$ cat config.mk
export PLATFORM = sky130hd
export DESIGN_NAME = cfg_shadow_capture
export DESIGN_NICKNAME = d
export VERILOG_FILES = /design/src/rtl/cfg_shadow_pkg.sv /design/src/rtl/cfg_toggle_sync.sv /design/src/rtl/cfg_settle_timer.sv /design/src/rtl/cfg_shadow_table.sv /design/src/rtl/cfg_shadow_capture.sv
export SDC_FILE = /design/constraint.sdc
export NUM_CORES = 2
export LEC_CHECK = 0
export BUFFER_PORTS_ARGS = -buffer_cell sky130_fd_sc_hd__buf_2
export CAP_MARGIN = 20
export CORE_ASPECT_RATIO = 2
export CORE_UTILIZATION = 50
export CTS_BUF_LIST = sky130_fd_sc_hd__clkbuf_16
export CTS_CLUSTER_SIZE = 40
export DETAILED_ROUTE_END_ITERATION = 10
export GPL_ROUTABILITY_DRIVEN = 0
export GPL_TIMING_DRIVEN = 1
export PLACE_DENSITY = 0.62
export SYNTH_ARGS = -nofsm -noshare
export SYNTH_HDL_FRONTEND = slang
export SYNTH_HIERARCHICAL = 1
export SYNTH_SLANG_ARGS = --single-unit
export TNS_END_PERCENT = 5
$ cat constraint.sdc
create_clock -name clk -period 12.3 [get_ports clk]
set_input_delay 2.46 -clock clk [delete_from_list [all_inputs] [get_ports clk]]
set_output_delay 2.46 -clock clk [all_outputs]
set_load 0.1 [all_outputs]
$ cat src/rtl/cfg_shadow_pkg.sv
package cfg_shadow_pkg;
  parameter int FUNC_W = 3;
  parameter int REG_W  = 4;
  parameter int DATA_W = 32;
  localparam int IDX_W = FUNC_W + REG_W;

  typedef logic [IDX_W-1:0]  idx_t;
  typedef logic [DATA_W-1:0] word_t;

  typedef struct packed {
    idx_t  idx;
    word_t data;
  } capture_t;
endpackage

$ cat src/rtl/cfg_toggle_sync.sv
module cfg_toggle_sync #(
  parameter int STAGES = 2
) (
  input  logic clk,
  input  logic rst,
  input  logic tog_in,
  output logic change_o
);
  // chain[STAGES-1] is the synchronised level, chain[STAGES] its previous value
  logic [STAGES:0] chain;

  always_ff @(posedge clk) begin
    if (rst) chain <= '0;
    else     chain <= {chain[STAGES-1:0], tog_in};
  end

  assign change_o = chain[STAGES] ^ chain[STAGES-1];
endmodule

$ cat src/rtl/cfg_settle_timer.sv
module cfg_settle_timer #(
  parameter int SETTLE = 2
) (
  input  logic clk,
  input  logic rst,
  input  logic start_i,
  output logic fire_o
);
  localparam int CNT_W = $clog2(SETTLE + 1);
  localparam logic [CNT_W-1:0] LOAD = CNT_W'(SETTLE);

  logic [CNT_W-1:0] cnt;

  always_ff @(posedge clk) begin
    if (rst)            cnt <= '0;
    else if (start_i)   cnt <= LOAD;
    else if (cnt != '0) cnt <= cnt - 1'b1;
  end

  // a fresh change restarts the wait instead of firing
  assign fire_o = (cnt == CNT_W'(1)) && !start_i;
endmodule

$ cat src/rtl/cfg_shadow_table.sv
module cfg_shadow_table #(
  parameter int IDX_W  = 7,
  parameter int DATA_W = 32
) (
  input  logic              clk,
  input  logic              rst,
  input  logic              we,
  input  logic [IDX_W-1:0]  waddr,
  input  logic [DATA_W-1:0] wdata,
  input  logic [IDX_W-1:0]  raddr,
  output logic [DATA_W-1:0] rdata,
  output logic              rvalid,
  output logic [(1<<IDX_W)-1:0] valid_o
);
  localparam int DEPTH = 1 << IDX_W;

  logic [DATA_W-1:0] mem [DEPTH];
  logic [DEPTH-1:0]  vld;

  // storage without reset so it maps onto RAM
  always_ff @(posedge clk) begin
    if (we) mem[waddr] <= wdata;
  end

  always_ff @(posedge clk) begin
    if (rst)     vld <= '0;
    else if (we) vld[waddr] <= 1'b1;
  end

  assign rdata   = mem[raddr];
  assign rvalid  = vld[raddr];
  assign valid_o = vld;
endmodule

$ cat src/rtl/cfg_shadow_capture.sv
module cfg_shadow_capture
  import cfg_shadow_pkg::*;
#(
  parameter int SYNC_STAGES = 2,
  parameter int SETTLE      = 2
) (
  input  logic              clk,
  input  logic              rst,
  input  logic [IDX_W-1:0]  src_index,
  input  logic [DATA_W-1:0] src_data,
  input  logic              src_toggle,
  input  logic [IDX_W-1:0]  rd_addr,
  output logic [DATA_W-1:0] rd_data,
  output logic              rd_valid,
  output logic              upd_pulse,
  output logic [IDX_W-1:0]  upd_index
);
  localparam int DEPTH = 1 << IDX_W;

  logic             tog_change;
  logic             cap_stb;
  capture_t         cap;
  logic [DEPTH-1:0] valid_q;

  assign cap.idx  = src_index;
  assign cap.data = src_data;

  cfg_toggle_sync #(.STAGES(SYNC_STAGES)) u_sync (
    .clk(clk), .rst(rst), .tog_in(src_toggle), .change_o(tog_change)
  );

  cfg_settle_timer #(.SETTLE(SETTLE)) u_timer (
    .clk(clk), .rst(rst), .start_i(tog_change), .fire_o(cap_stb)
  );

  cfg_shadow_table #(.IDX_W(IDX_W), .DATA_W(DATA_W)) u_table (
    .clk(clk), .rst(rst), .we(cap_stb), .waddr(cap.idx), .wdata(cap.data),
    .raddr(rd_addr), .rdata(rd_data), .rvalid(rd_valid), .valid_o(valid_q)
  );

  always_ff @(posedge clk) begin
    if (rst) begin
      upd_pulse <= 1'b0;
      upd_index <= '0;
    end else begin
      upd_pulse <= cap_stb;
      if (cap_stb) upd_index <= cap.idx;
    end
  end
endmodule

==> impl_results.md <==
- Status: completed
- Worst-path clk slew: 70 ps
- Final setup skew: 46.6 ps
- Initial antenna violation count: between 70 and 80
- R2r worst-path depth: 6
- CTS root buffer: clkbuf_16
- Hold buffers post-CTS: 0
- Total grt overflow: 0
- Routed via count: 74.3k
- Int Pwr: 22500 µW
- Worst Setup End Kind: output port
- Top area cells in the synthesized netlist: edfxtp_1 76%, mux4_2 19%, dfxtp_1 1.8%
- Flop-to-flop setup slack: about 8400 ps
- Final Util: 56.3%
- Switching power: 6240 µW
- Chip Width: just over 400 µm
- 1st-pass router iterations: 6
- Hold/Removal Path Class: reg -> reg
- Lkg Pwr: between 0.05 and 0.06 µW
- Max-cap violations: 0
- Largest net degree at the start of global routing: approximately 150
- Final period utilization: between 70% and 80%
- Drt initial violations: between 9k and 10k
- Clk network pwr share: 39.2%
- Clock tree from TritonCTS: yes
- Layout cells sized above 1: between 30% and 40%
- Switching share of total power: 21.7%
- CP arrival: ~6500 ps
- Post-synth top area share: roughly three quarters
- CTS Sinks: approximately 4.2k
- H-tree levels: 5
- RSZ-0062 raised after global routing: false
- Peak fanout along the critical path: slightly above 80
- Core Rows: approximately 290
- Setup_tns: 0 ps
- Worst Tran Pin Value: 1220 ps
- Final Critical Period: 9000 ps
- Total track usage: ~28%
- Die H: 804 µm
- Nets: 6817
- Syn. warnings: 6
- Final hold vios: 0
- Comb pwr share: 5.7%
- Initial Utilization: about half
- RR Startpoint: u_sync/chain[1]
- Crit start category: input pin
- Drt via density: between 6 and 7
- Synth unique cells: 33
- Critical path class: in -> out
- Clk Latency, worst-skew pair: 960 ps
- Worst rel slew slack: a little under a fifth
- Most common cell after layout, fill and taps aside: edfxtp_1
- Top Ports: 90
- Sequential share of the synthesized area: 78.2%
- Fin. max-slew vios: 0
- Most frequent cells in the layout: 4096 x edfxtp_1, 1386 x mux4_2, 360 x clkbuf_16
- # setup viols final: 0
- Sequential power share: approximately 55%
- Avg Cell Area, Syn: 24.9 µm²
- Post-detail-place hpwl: 246000 µm
- Post_cts resized: 0
- I/O Buffers: 89
- Setup Fix Bufs, Post-CTS: 0
- CP endpoint: rd_data[23]
- Mapped cell area: approximately 0.16 mm²
- Clock buffer depth: 4
- DRT antenna net count: 0
- Power density cells: approximately 160 mW/mm²
- Syn_nets: around 6.5k
- DRC errors left: 0
- Reg-to-reg endpoint: u_table/mem[24][17]
- CP Launch Point: rd_addr[0]
- First-pass GRT wire length: 617000 µm
- Worst VDD drop: 0.000172 V
- Synthesized flop and latch total: about 4.2k
- Crit path required time: ~10000 ps
- Vias in the first global route: around 76k
- Fmax achieved: 111 MHz
- Gate Count Post-Synth: between 6k and 7k
- Core outline area: around 0.32 mm²
- DR WL/cell: 38.8 µm
- Area grow syn2layout: 12.0%
- DIE AREA: between 0.3 and 0.4 mm²
- Synth area leader: edfxtp_1
- Total CTS buffers: roughly 350
- Routed wire length: around 450000 µm
[flip-flops by register name (all words and copies together), names as in the netlist]
register and flops:
u_timer/cnt 2, upd_index 7, u_sync/chain 3, u_table/mem 4096
u_table/valid_o 128, upd_pulse 1
[logic make-up after synthesis]
family	count (synthesis)	synth area share, %
compound gates	26	0.0840
xor+xnor	1	0.00544
buf+inv	358	0.918
flops	4237	78.2
mux	1426	19.7
simple gates	422	1.12
[Yosys cell counts]
library cell  instances
or3b_2                2
mux2i_1               7
nand2_1               3
clkbuf_1            221
nand2b_1              1
or2_2                 1
or4_1                 1
and2_1                1
xor2_1                1
and3_1                3
dfxtp_1             141
nor3b_2               1
and3b_1               2
nand3b_1              2
edfxtp_1           4096
nor2b_1               7
nor3b_1               2
nor4b_2               1
buf_6                 2
or4b_2                5
nor2_1              368
mux2_2               33
buf_2                94
nor3_1                2
buf_1                41
a21oi_1              25
o21ba_2               1
nand3_1               3
nand4_1               2
nand4bb_1             6
nand4b_1              7
or3_1                 2
mux4_2             1386
[metrics by stage]
stage | hold slack [ps] | area (µm²) | setup WS, ps | total power, µW | cells
3_3_place_gp | 443 | 168000 | 3270 | 17700 | 10700
2_1_floorplan | 414 | 161000 | 4640 | 17000 | 6470
4_1_cts | 470 | 180000 | 3270 | 28800 | 11300
3_5_place_dp | 455 | 168000 | 3250 | 17800 | 10700
6_report | 468 | 180000 | 3300 | 28700 | 11600
5_1_grt | 479 | 180000 | 3180 | 29300 | 11600
[how the worst min path moves through the flow]
stage                              from             endpoint  slack [ps]  cells past startpoint
floorplan               u_sync/chain[0]      u_sync/chain[1]         410                      1
global placement    u_table/valid_o[61]  u_table/valid_o[61]         440                      2
detailed placement  u_table/valid_o[81]  u_table/valid_o[81]         450                      2
CTS                 u_table/valid_o[81]  u_table/valid_o[81]         470                      2
global route            u_sync/chain[0]      u_sync/chain[1]         480                      1
finish              u_table/valid_o[81]  u_table/valid_o[81]         470                      2
[per-layer routing]
metal  vias up  wire length [µm]  GRT usage [%]
met3       759             30000           3.04
met4         0             32900           19.2
met2      3663            236000           48.3
met5         -                 0              0
li1      28800                 -              -
met1     41100            151000           33.4
[critical path: stages]
cell,delay (ps)
buf_12,460
buf_12,550
mux4_2,620
mux4_2,720
mux4_2,670
mux2_2,340
buf_2,300
[power groups by stage]
stage / combinational (µW) / clock [µW] / sequential, µW
floorplan: 883 / 0 / 16100
global placement: 1630 / 0 / 16100
detailed placement: 1650 / 0 / 16100
CTS: 1650 / 11400 / 15800
global route: 1680 / 11900 / 15800
finish: 1640 / 11200 / 15800
[area by class of cell]
| class | count | area, µm² |
|---|---|---|
| Timing Repair Buffer | 305 | 2530 |
| Tap cell | 4292 | 5370 |
| Antenna cell | 256 | 641 |
| Clock buffer | 360 | 9010 |
| Fill cell | 23200 | 140000 |
| Clock inverter | 275 | 2280 |
| Multi-Input combinational cell | 1875 | 34600 |
| Sequential cell | 4237 | 126000 |
(Power assumes the default switching activity.)
